`config.mk`:
```
export PLATFORM = sky130hd
export DESIGN_NAME = flash_tick_div
export DESIGN_NICKNAME = d
export VERILOG_FILES = /design/src/rtl/ftd_pkg.sv /design/src/rtl/ftd_cfg_reg.sv /design/src/rtl/ftd_prescaler.sv /design/src/rtl/ftd_div_counter.sv /design/src/rtl/ftd_period_chk.sv /design/src/rtl/flash_tick_div.sv
export SDC_FILE = /design/constraint.sdc
export NUM_CORES = 1
export LEC_CHECK = 0
export ABC_AREA = 1
export BUFFER_PORTS_ARGS = -buffer_cell sky130_fd_sc_hd__clkbuf_2
export CAP_MARGIN = 20
export CORE_ASPECT_RATIO = 1.4
export CORE_MARGIN = 10
export CORE_UTILIZATION = 50
export CTS_CLUSTER_DIAMETER = 80
export DETAILED_ROUTE_END_ITERATION = 6
export MAX_ROUTING_LAYER = met4
export PLACE_DENSITY = 0.69
export SLEW_MARGIN = 5
export SYNTH_ARGS = -nofsm -noshare
export SYNTH_HDL_FRONTEND = slang
export SYNTH_SLANG_ARGS = --single-unit
```
`constraint.sdc`:
```
create_clock -name clk_i -period 8.4 [get_ports clk_i]
set_input_delay 0.42 -clock clk_i [delete_from_list [all_inputs] [get_ports clk_i]]
set_output_delay 0.42 -clock clk_i [all_outputs]
set_load 0.01 [all_outputs]
```
`src/rtl/ftd_pkg.sv`:
```
package ftd_pkg;
  localparam int unsigned FTD_DIV_W    = 6;
  localparam int unsigned FTD_PRE_LOG2 = 3;

  // total bus cycles per strobe
  function automatic logic [63:0] ftd_ratio(input logic pre8,
                                            input logic [63:0] div,
                                            input int unsigned pre_log2);
    logic [63:0] base;
    base = div + 64'd1;
    return pre8 ? (base << pre_log2) : base;
  endfunction
endpackage

```
`src/rtl/ftd_cfg_reg.sv`:
```
module ftd_cfg_reg #(
  parameter int unsigned CFG_W = 7
) (
  input  logic             clk_i,
  input  logic             rst_ni,
  input  logic             we_i,
  input  logic [CFG_W-1:0] data_i,
  output logic [CFG_W-1:0] cfg_o,
  output logic             done_o
);
  logic [CFG_W-1:0] cfg_q;
  logic             done_q;

  always_ff @(posedge clk_i or negedge rst_ni) begin
    if (!rst_ni) begin
      cfg_q  <= '0;
      done_q <= 1'b0;
    end else if (we_i && !done_q) begin
      cfg_q  <= data_i;
      done_q <= 1'b1;
    end
  end

  assign cfg_o  = cfg_q;
  assign done_o = done_q;


  cfg_locked_chk: assert property (@(posedge clk_i) disable iff (!rst_ni)
    done_q |=> $stable(cfg_q));

  done_sticky_chk: assert property (@(posedge clk_i) disable iff (!rst_ni)
    done_q |=> done_q);
endmodule

```
`src/rtl/ftd_prescaler.sv`:
```
module ftd_prescaler #(
  parameter int unsigned PRE_LOG2 = 3
) (
  input  logic clk_i,
  input  logic rst_ni,
  input  logic run_i,
  input  logic pre8_i,
  output logic step_o
);
  generate
    if (PRE_LOG2 == 0) begin : g_none
      assign step_o = run_i;
    end else begin : g_div
      logic [PRE_LOG2-1:0] pcnt_q;

      always_ff @(posedge clk_i or negedge rst_ni) begin
        if (!rst_ni)      pcnt_q <= '0;
        else if (!run_i)  pcnt_q <= '0;
        else              pcnt_q <= pcnt_q + 1'b1;
      end

      assign step_o = run_i && (!pre8_i || (&pcnt_q));


      pre_stride_chk: assert property (@(posedge clk_i) disable iff (!rst_ni)
        (pre8_i && step_o) |=> !step_o);
    end
  endgenerate
endmodule

```
`src/rtl/ftd_div_counter.sv`:
```
module ftd_div_counter #(
  parameter int unsigned DIV_W = 6
) (
  input  logic             clk_i,
  input  logic             rst_ni,
  input  logic             run_i,
  input  logic             step_i,
  input  logic [DIV_W-1:0] div_i,
  output logic             tick_o
);
  logic [DIV_W-1:0] cnt_q;
  logic             wrap;

  assign wrap = (cnt_q == div_i);

  always_ff @(posedge clk_i or negedge rst_ni) begin
    if (!rst_ni)     cnt_q <= '0;
    else if (!run_i) cnt_q <= '0;
    else if (step_i) cnt_q <= wrap ? '0 : cnt_q + 1'b1;
  end

  assign tick_o = run_i && step_i && wrap;


  cnt_bound_chk: assert property (@(posedge clk_i) disable iff (!rst_ni)
    cnt_q <= div_i);

  single_pulse_chk: assert property (@(posedge clk_i) disable iff (!rst_ni)
    (tick_o && div_i != '0) |=> !tick_o);
endmodule

```
`src/rtl/ftd_period_chk.sv`:
```
module ftd_period_chk #(
  parameter int unsigned DIV_W    = 6,
  parameter int unsigned PRE_LOG2 = 3,
  parameter int unsigned BUS_KHZ  = 4000,
  parameter int unsigned MIN_NS   = 5000,
  parameter int unsigned MAX_NS   = 6700
) (
  input  logic             pre8_i,
  input  logic [DIV_W-1:0] div_i,
  output logic             bad_o
);
  import ftd_pkg::*;

  localparam logic [63:0] LO_LIM = 64'(MIN_NS) * 64'(BUS_KHZ);
  localparam logic [63:0] HI_LIM = 64'(MAX_NS) * 64'(BUS_KHZ);

  logic [63:0] ratio;
  logic [63:0] scaled;  // period_ns * BUS_KHZ

  always_comb begin
    ratio  = ftd_ratio(pre8_i, 64'(div_i), PRE_LOG2);
    scaled = ratio * 64'd1_000_000;
    bad_o  = (scaled < LO_LIM) || (scaled > HI_LIM);
  end
endmodule

```
`src/rtl/flash_tick_div.sv`:
```
module flash_tick_div #(
  parameter int unsigned DIV_W    = ftd_pkg::FTD_DIV_W,
  parameter int unsigned PRE_LOG2 = ftd_pkg::FTD_PRE_LOG2,
  parameter int unsigned BUS_KHZ  = 4000,
  parameter int unsigned MIN_NS   = 5000,
  parameter int unsigned MAX_NS   = 6700
) (
  input  logic             clk_i,
  input  logic             rst_ni,
  input  logic             cfg_we_i,
  input  logic [DIV_W:0]   cfg_data_i,
  output logic             cfg_done_o,
  output logic             tick_o,
  output logic             period_bad_o
);
  localparam int unsigned CFG_W   = DIV_W + 1;
  localparam int unsigned PRE_BIT = DIV_W;

  logic [CFG_W-1:0] cfg;
  logic             done;
  logic             step;
  logic             pre8;
  logic [DIV_W-1:0] div;

  ftd_cfg_reg #(.CFG_W(CFG_W)) u_cfg (
    .clk_i (clk_i), .rst_ni(rst_ni), .we_i(cfg_we_i),
    .data_i(cfg_data_i), .cfg_o(cfg), .done_o(done)
  );

  assign pre8 = cfg[PRE_BIT];
  assign div  = cfg[DIV_W-1:0];

  ftd_prescaler #(.PRE_LOG2(PRE_LOG2)) u_pre (
    .clk_i(clk_i), .rst_ni(rst_ni), .run_i(done), .pre8_i(pre8), .step_o(step)
  );

  ftd_div_counter #(.DIV_W(DIV_W)) u_cnt (
    .clk_i(clk_i), .rst_ni(rst_ni), .run_i(done), .step_i(step),
    .div_i(div), .tick_o(tick_o)
  );

  ftd_period_chk #(
    .DIV_W(DIV_W), .PRE_LOG2(PRE_LOG2), .BUS_KHZ(BUS_KHZ),
    .MIN_NS(MIN_NS), .MAX_NS(MAX_NS)
  ) u_chk (
    .pre8_i(pre8), .div_i(div), .bad_o(period_bad_o)
  );

  assign cfg_done_o = done;


  no_early_tick_chk: assert property (@(posedge clk_i) disable iff (!rst_ni)
    !cfg_done_o |-> !tick_o);

  bad_stable_chk: assert property (@(posedge clk_i) disable iff (!rst_ni)
    cfg_done_o |=> $stable(period_bad_o));
endmodule

```
## Word-level counts from Yosys, hierarchy flattened

Index checks and enable logic that the tools add are counted.

| storage, ports and cells | value |
|---|---|
| register bits | 17 |
| latch bits | 0 |
| RAM bits | 0 |
| bits in read-only memories | 0 |
| bits of input ports | 10 |
| output and inout bits | 3 |
| word-level logic and storage cells | 26 |
| memories kept | 0 |

| operators by class | value |
|---|---|
| $add $sub $neg | 3 |
| multiply operators | 1 |
| div/mod/pow operators | 0 |
| $lt $le $gt $ge | 2 |
| equality and inequality tests | 2 |
| shift-type cells | 0 |
| multiplexer cells | 5 |
| bitwise gates (word level) | 0 |
| reduce and logical (&&, ||, !) cells | 9 |

Operators with widths:

| cell | number |
|---|---|
| greater-than comparator 64 x 25 -> 1 bit, second input constant | 1 |
| less-than comparator 64 x 25 -> 1 bit, second input constant | 1 |
| multiplier 64 x 14 -> 58 bit, second input constant | 1 |
| 2-to-1 mux 64 bit | 1 |
| 2-to-1 mux 6 bit | 3 |
| adder 6 x 1 -> 7 bit, second input constant | 1 |
| adder 6 x 1 -> 6 bit, second input constant | 1 |
| equality test 6 bit | 1 |
| logical AND 1 bit | 4 |
| adder 3 x 1 -> 3 bit, second input constant | 1 |
| 2-to-1 mux 3 bit | 1 |
| AND reduction 3 bit | 1 |
| zero test 1 bit | 2 |
| logical OR 1 bit | 2 |
| inequality test 2 x 1 -> 1 bit, second input constant | 1 |

## Logic depth before layout (Yosys ltp)

Gate-level depths: netlist of the first run.

| depth | value |
|---|---|
| depth after elaboration | 5 |
| depth in mapped cells | 35 |
| gate-level depth less buffers | 35 |

## Modules after synthesis

A second synthesis of the first run with hierarchy kept.

| second synthesis, totals | value |
|---|---|
| cell total of the unflattened synthesis | 696 |
| area total of the unflattened synthesis | 4500.6 µm² |

Modules (own cells, without submodules):

| module | times used | cells an instance | area each (µm²) | sequential area each (µm²) |
|---|---|---|---|---|
| ftd_period_chk | 1 | 575 | 3609.7 | 0.0 |
| ftd_div_counter | 1 | 75 | 446.7 | 150.1 |
| ftd_cfg_reg | 1 | 33 | 309.0 | 200.2 |
| ftd_prescaler | 1 | 13 | 135.1 | 75.1 |

## Worst setup path before layout of the first run

Ideal clock, no wire load.

| timing path | value |
|---|---|
| path kind | register -> output |
| start point | register u_cfg.cfg_q[0], in the netlist u_cfg.cfg_o[0] |
| end point | output period_bad_o |
| arrival time | 5.417 ns |
| data required time | 7.980 ns |
| setup slack | 2.563 ns |
| cell stages (with the launch flop) | 26 |
| buffers on the path | 0 |
| cells stage by stage | dfrtp_1 > ha_1 > xnor2_1 > o21ai_0 > inv_1 > fa_1 > inv_1 > fa_1 > fa_1 > ha_1 > ha_1 > ha_1 > ha_1 > nand2_2 > nor2_2 > inv_1 > nor2_2 > nand4_1 > nand3_2 > nand2_2 > nand2_2 > nand2_1 > nor2_1 > nand2_1 > nor2_1 > nand3_1 |

| between the ends | value |
|---|---|
| cells in the longest elaborated chain, start to end | 5 |
| elaborated cells on any way between the ends | 6 |
| classes of those cells | add/sub: 1; mul: 1; order compare: 2; mux: 1; reduce/logical: 1 |

Ends and longest elaborated chain:

| element | RTL line | RTL |
|---|---|---|
| from (decl) | ftd_cfg_reg.sv:11 | `logic [CFG_W-1:0] cfg_q;` |
| from (signal assigned) | ftd_cfg_reg.sv:19 | `cfg_q <= data_i;` |
| adder 6 x 1 -> 7 bit * | ftd_pkg.sv:10 | `base = div + 64'd1;` |
| 2-to-1 mux 64 bit * | ftd_pkg.sv:11 | `return pre8 ? (base << pre_log2) : base;` |
| multiplier 64 x 14 -> 58 bit * | ftd_period_chk.sv:22 | `scaled = ratio * 64'd1_000_000;` |
| less-than comparator 64 x 25 -> 1 bit or greater-than comparator 64 x 25 -> 1 bit (tied branches) | ftd_period_chk.sv:23 | `bad_o = (scaled < LO_LIM) \|\| (scaled > HI_LIM);` |
| logical OR 1 bit * | ftd_period_chk.sv:23 |  |
| to (decl) | flash_tick_div.sv:14 | `output logic period_bad_o` |

Every way passes the cells marked *; elsewhere a longest branch is shown, timed or not.

## Worst setup path after layout of the first run

Same ends and word-level chain as after synthesis.

==> results.yml, run 1 <==
run_status:
  status: "finished, final reports clean"
finish:
  final_cell_area_um2: 4670
  syn_to_final_growth_pct: 6.32
  num_antenna_cells: 0
  nets: 782
  drive_gt1_frac: 0.111
  seqCellArea_um2: 425
  nFillCells: 841
  multi_input_area_um2: 3470
die:
  ios: 13
  fp.dieW_um: 99.2
  rows: 40
  die_h_um: 131
  core_region_area_um2: 8560
  die_area_um2: 13000
  start_util: 0.513
global_routing:
  grt_pass1_vias: 3845
  grt_pass1_wl_um: 17000
  grt_max_degree: 18
  antenna_found_initial: 0
  grt_use_total: 0.160
  overflow: 0
routing:
  firstDrtPassIters: 5
  ant_nets: 0
  viasPerCell: 5.21
  initialDrtViolationCount: 126
  routed-via-count: 3941
  wl_per_cell_um: 13.3
  drc: 0
  wirelength_um: 10000
clock_network:
  clockBufferDepth: 2
  clk_pin_slew_worst_paths_ns: 0.05
  cts-buffers-inserted: 3
  cts_setup_buffers: 0
  root_buffer: "clkbuf_16"
  cts_resized: 0
  cts_tree: "done"
  htreeDepth: 1
  clock_latency_ns: 0.25
  cts_hold_buf: 0
  clock_sinks: 17
critical_path:
  cp_data_arrival_time_ns: 6.26
  r2r_cells: 4
  path_max_fanout: 8
  cp-end-kind: "output port"
  r2r_setup_slack_ns: 6.90
  cp-start-kind: "flop"
  r2r-start: "u_cfg.cfg_o[6]"
  required_ns: 7.98
  critPathKind: "reg -> out"
  reg2reg_to: "u_cnt.cnt_q[4]"
placement:
  hpwl_um: 9010
  portBuffers: 12
  placed_cell_area_um2: 4590
  place_congestion: 0.929
sta:
  fin_setup_tns_ns: 0
  setup_violations: 0
  fin_skew_ns: 0.00485
  hold_viol: 0
  holdWs_ns: 0.0975
  rsz0062_at_grt: "no"
  finalCritPeriodShare: 0.795
  max_freq_mhz: 150
  min_period_ns: 6.68
  slew_headroom: 0.336
  slew_violations: 0
  tightest_slew_ns: 0.986
power:
  ir_drop_v: 0.000136
  p_int_uw: 147
  p_switching_uw: 32.4
  p_seq_frac: 0.457
  swShare: 0.181
  clkPwrFrac: 0.524
  power_density_nw_per_um2: 38.5
  power_frac_comb: 0.019
  p_leak_nw: 2.81
synthesis:
  synth_edf_count: 0
  syn_nets: 765
  yosys_most_used_dff: "dfrtp_1"
  syn_avg_cell_area_um2: 6.92
  synth_top_area_share: 0.276
  syn_inst: 635
  yosys_warnings: 0
  yosysMostFrequentCell: "nand2_1"
  synth_top_cell_by_area: "ha_1"
  synth_top_cells_by_count: "158 x nand2_1, 121 x inv_1, 97 x ha_1"
  synth_area_leaders: "ha_1 28%, nand2_1 14%, fa_1 10%, inv_1 10%, dfrtp_1 9.7%"
  ys_seq_elements: 17
  ys_types: 36
  async_flop_share: 1.00
  syn-cell-area_um2: 4390
  synth.yosys.seq_area_share: 0.0969
run:
  drv_cap: 0
hold_path:
  hp-class: "in -> async"
power by group through the flow:
stage               logic [mW]  registers [mW]  clock network (mW)
floorplan            0.0000229          0.0834                   0
global placement       0.00350          0.0834                   0
detailed placement     0.00356          0.0834                   0
CTS                    0.00357          0.0820              0.0958
global route           0.00392          0.0819              0.0981
finish                 0.00344          0.0820              0.0941
layer usage:
| metal | GRT usage | share of wire | routed length [µm] |
|---|---|---|---|
| met5 | - | 0 | 0 |
| met4 | 0.0507 | 0.030 | 299 |
| met3 | 0.00578 | 0.013 | 132 |
| met2 | 0.327 | 0.56 | 5650 |
| met1 | 0.156 | 0.39 | 3960 |
placed cells by master (no fill, tap or decap):
cell type / n
nor2_1: 49
nor4_1: 2
and2_1: 2
inv_2: 8
clkinv_2: 1
dfrtp_1: 17
nand3_1: 25
o21bai_1: 5
or2_2: 1
o21ai_2: 1
a21boi_1: 1
ha_1: 97
a31oi_1: 1
a21o_1: 2
buf_4: 2
clkbuf_2: 12
nor3b_2: 1
nor2_2: 7
o21ai_0: 11
o22ai_1: 3
nand3b_1: 7
nand2_2: 24
nand3_2: 6
o21ai_1: 1
fa_1: 23
mux2_2: 1
nor3_2: 1
clkbuf_16: 3
inv_1: 121
and3_1: 1
nand2_1: 158
xor2_1: 8
nor2_4: 3
nor3_1: 4
nand4_1: 10
a21oi_1: 27
a21oi_2: 1
xnor2_1: 4
worst max path at each step:
stage                               from            to  slack (ns)
after floorplan           u_cfg.cfg_o[0]  period_bad_o        2.56
after global placement    u_cfg.cfg_o[6]  period_bad_o        2.14
after detailed placement  u_cfg.cfg_o[0]  period_bad_o        1.94
after CTS                 u_cfg.cfg_o[0]  period_bad_o        1.68
after global routing      u_cfg.cfg_o[0]  period_bad_o        1.22
final                     u_cfg.cfg_o[0]  period_bad_o        1.72
critical path: stages, from the launching register on:
cell and delay (ns):
dfrtp_1 0.44, ha_1 0.25, xnor2_1 0.22, o21ai_0 0.81, inv_1 0.15, fa_1 0.54
inv_1 0.06, fa_1 0.50, fa_1 0.50, ha_1 0.32, ha_1 0.30, ha_1 0.30
ha_1 0.39, nand2_1 0.11, inv_2 0.09, nand2_1 0.08, nor2_2 0.14, nand3_2 0.10
nand3_1 0.09, nand2_1 0.06, nand2_2 0.09, nand2_1 0.05, nor2_1 0.09, nand2_1 0.05
nor2_1 0.08, nand3_1 0.07, clkbuf_2 0.13
layout make-up:
cell class / count / share of cell area
multi-input combinational: 487 / 0.744
inverter: 129 / 0.104
sequential: 17 / 0.0911
tap: 105 / 0.0281
clock buffer: 3 / 0.0161
timing repair buffer: 14 / 0.0161
clock inverter: 1 / 0.00107
stage by stage:
step,setup WS [ns],utilization,instances,total power [mW]
floorplan,2.56,-,635,0.0834
global placement,2.14,0.536,752,0.0869
detailed placement,1.94,0.536,752,0.0869
CTS,1.68,0.546,756,0.181
global route,1.22,0.546,756,0.184
finish,1.72,0.546,756,0.180
flip-flops by register name, summed over array words and instances, names as in the netlist:
register / cells
u_cfg.done_o: 1
u_cfg.cfg_o: 7
u_cnt.cnt_q: 6
u_pre.g_div.pcnt_q: 3
logic make-up (layout without fill, tap and decap cells):
family	after synthesis	in the layout	synth area share
AOI/OAI and AO/OA	53	53	0.0678
xor gates and xnor gates	12	12	0.0239
adders and majority gates	120	120	0.381
buffers and inverters	131	147	0.112
DFF	17	17	0.0969
muxes	1	1	0.00256
and+or+nand+nor	301	301	0.315
Power figures use the tool's default switching activity.
==> run 2, diff against run 1 <==
Clock period 8.4 ns to 6.5 ns, I/O delays scaled along.
==> results.yml, run 2 (same netlist as run 1, synthesis figures left out) <==
die:
  die_area_um2: 13000
  die_h_um: 131
  ios: 13
  fp.dieW_um: 99.2
  core_region_area_um2: 8560
  rows: 40
  start_util: 0.513
sta:
  fin_skew_ns: 0.00321
  max_freq_mhz: 164
  setup_violations: 0
  tightest_slew_ns: 0.444
  min_period_ns: 6.09
  slew_violations: 0
  slew_headroom: 0.704
  finalCritPeriodShare: 0.937
  fin_setup_tns_ns: 0
  holdWs_ns: 0.00430
  hold_viol: 0
critical_path:
  cp-start-kind: "flop"
  cp_data_arrival_time_ns: 5.77
  critPathKind: "reg -> out"
  path_max_fanout: 7
  cp-end-kind: "output port"
  required_ns: 6.17
clock_network:
  cts_hold_buf: 0
  root_buffer: "clkbuf_16"
  clock_latency_ns: 0.25
  cts-buffers-inserted: 3
  cts_tree: "done"
  htreeDepth: 1
  clock_sinks: 17
  clockBufferDepth: 2
  clk_pin_slew_worst_paths_ns: 0.05
finish:
  num_antenna_cells: 0
  final_cell_mix: "158 x nand2_1, 120 x inv_1, 94 x ha_1"
  largest_register_ffs: 7
  final_common_cell: "nand2_1"
  syn_to_final_growth_pct: 9.15
  drive_gt1_frac: 0.144
  nets: 793
routing:
  firstDrtPassIters: 4
  viasPerCell: 5.20
  wirelength_um: 10200
  wl_per_cell_um: 13.3
  routed-via-count: 3985
  ant_nets: 0
  drc: 0
  initialDrtViolationCount: 162
hold_path:
  hp-class: "in -> async"
placement:
  place_congestion: 0.951
  hpwl_um: 9150
  portBuffers: 12
global_routing:
  grt_use_total: 0.162
  grt_pass1_wl_um: 17500
  grt_max_degree: 18
  overflow: 0
  antenna_found_initial: 0
  grt_pass1_vias: 4029
power:
  ir_drop_v: 0.000148
  p_leak_nw: 2.87
  power_density_nw_per_um2: 48.5
run:
  drv_cap: 0
run_status:
  status: "finished, final reports clean"
## run 2: cell count changes in the layout (fill, tap and decap cells not counted), moves of 2 or more
cell / before / now
nor2_2: 7 / 9
nor2_1: 49 / 47
ha_1: 97 / 94
ha_2: 0 / 3
o21ai_0: 11 / 9
dfrtp_2: 0 / 3
dfrtp_1: 17 / 14
buf_4: 2 / 13
## run 2: path summary, 6_finish.rpt
kind / startpoint / end / slack (ns) / cells past startpoint
min in group clk_i: cfg_data_i[2] / u_cfg.cfg_o[2] / 0.32 / 2
max reg2reg: u_pre.g_div.pcnt_q[0] / u_cnt.cnt_q[4] / 4.96 / 5
min: rst_ni / u_cfg.cfg_o[1] / 0.004 / 1
max: u_cfg.cfg_o[0] / period_bad_o / 0.41 / 26
min reg2reg: u_pre.g_div.pcnt_q[0] / u_pre.g_div.pcnt_q[0] / 0.45 / 1
max in group asynchronous: rst_ni / u_cfg.cfg_o[2] / 6.17 / 1
## run 2: where the power goes
group          internal (mW)  leakage [nW]  total (mW)  switching (mW)
logic                0.00189          2.65     0.00454         0.00265
registers              0.106         0.184       0.106               0
clock network         0.0832        0.0382       0.122          0.0387
total                  0.191          2.87       0.233          0.0414
## run 2: stage by stage
step                      instance area, µm²  utilization  power, mW  cells  setup slack (ns)
after floorplan                         4390            -      0.108    635             0.758
after detailed placement                4630        0.541      0.112    757             0.216
after global routing                    4790        0.560      0.238    767           -0.0275
after global placement                  4630        0.541      0.112    757             0.325
final                                   4790        0.560      0.233    767             0.410
after CTS                               4710        0.550      0.233    761             0.132
## run 2: metal layers
metal,global-route usage,share of wire,vias to the layer above
met4,0.0676,0.034,0
met3,0.00683,0.016,28
met1,0.164,0.39,1829
li1,-,-,2059
met2,0.317,0.56,69
met5,-,0,-
## run 2: worst max-delay path: stages, from the launching register on
cell and delay [ns]:
dfrtp_2 0.44, ha_1 0.25, xnor2_2 0.24, buf_4 0.18, nor2_4 0.05, fa_1 0.51, fa_1 0.51, inv_1 0.05
fa_1 0.54, inv_1 0.04, ha_1 0.29, ha_1 0.30, ha_1 0.30, ha_1 0.39, nand2_2 0.18, inv_1 0.05
a21oi_1 0.25, nand3_2 0.17, nand2_1 0.11, nand3_1 0.07, nand2_1 0.09, nand3_1 0.07, nor2_1 0.10, nand2_1 0.06
nor2_1 0.08, nand3_1 0.07, clkbuf_2 0.13
## run 2: layout make-up
class	count	area, µm²
clock buffers	4	78.8
well taps	105	131
repair buffers	25	158
fillers	877	3760
inverters	129	484
flip-flops and latches	17	429
multi-input cells	487	3510
## run 2: timing repair
item	CTS	global route
buffers inserted	0	6
endpoints found under the setup margin	1	1
pin swaps	0	1
resized for setup	1	15
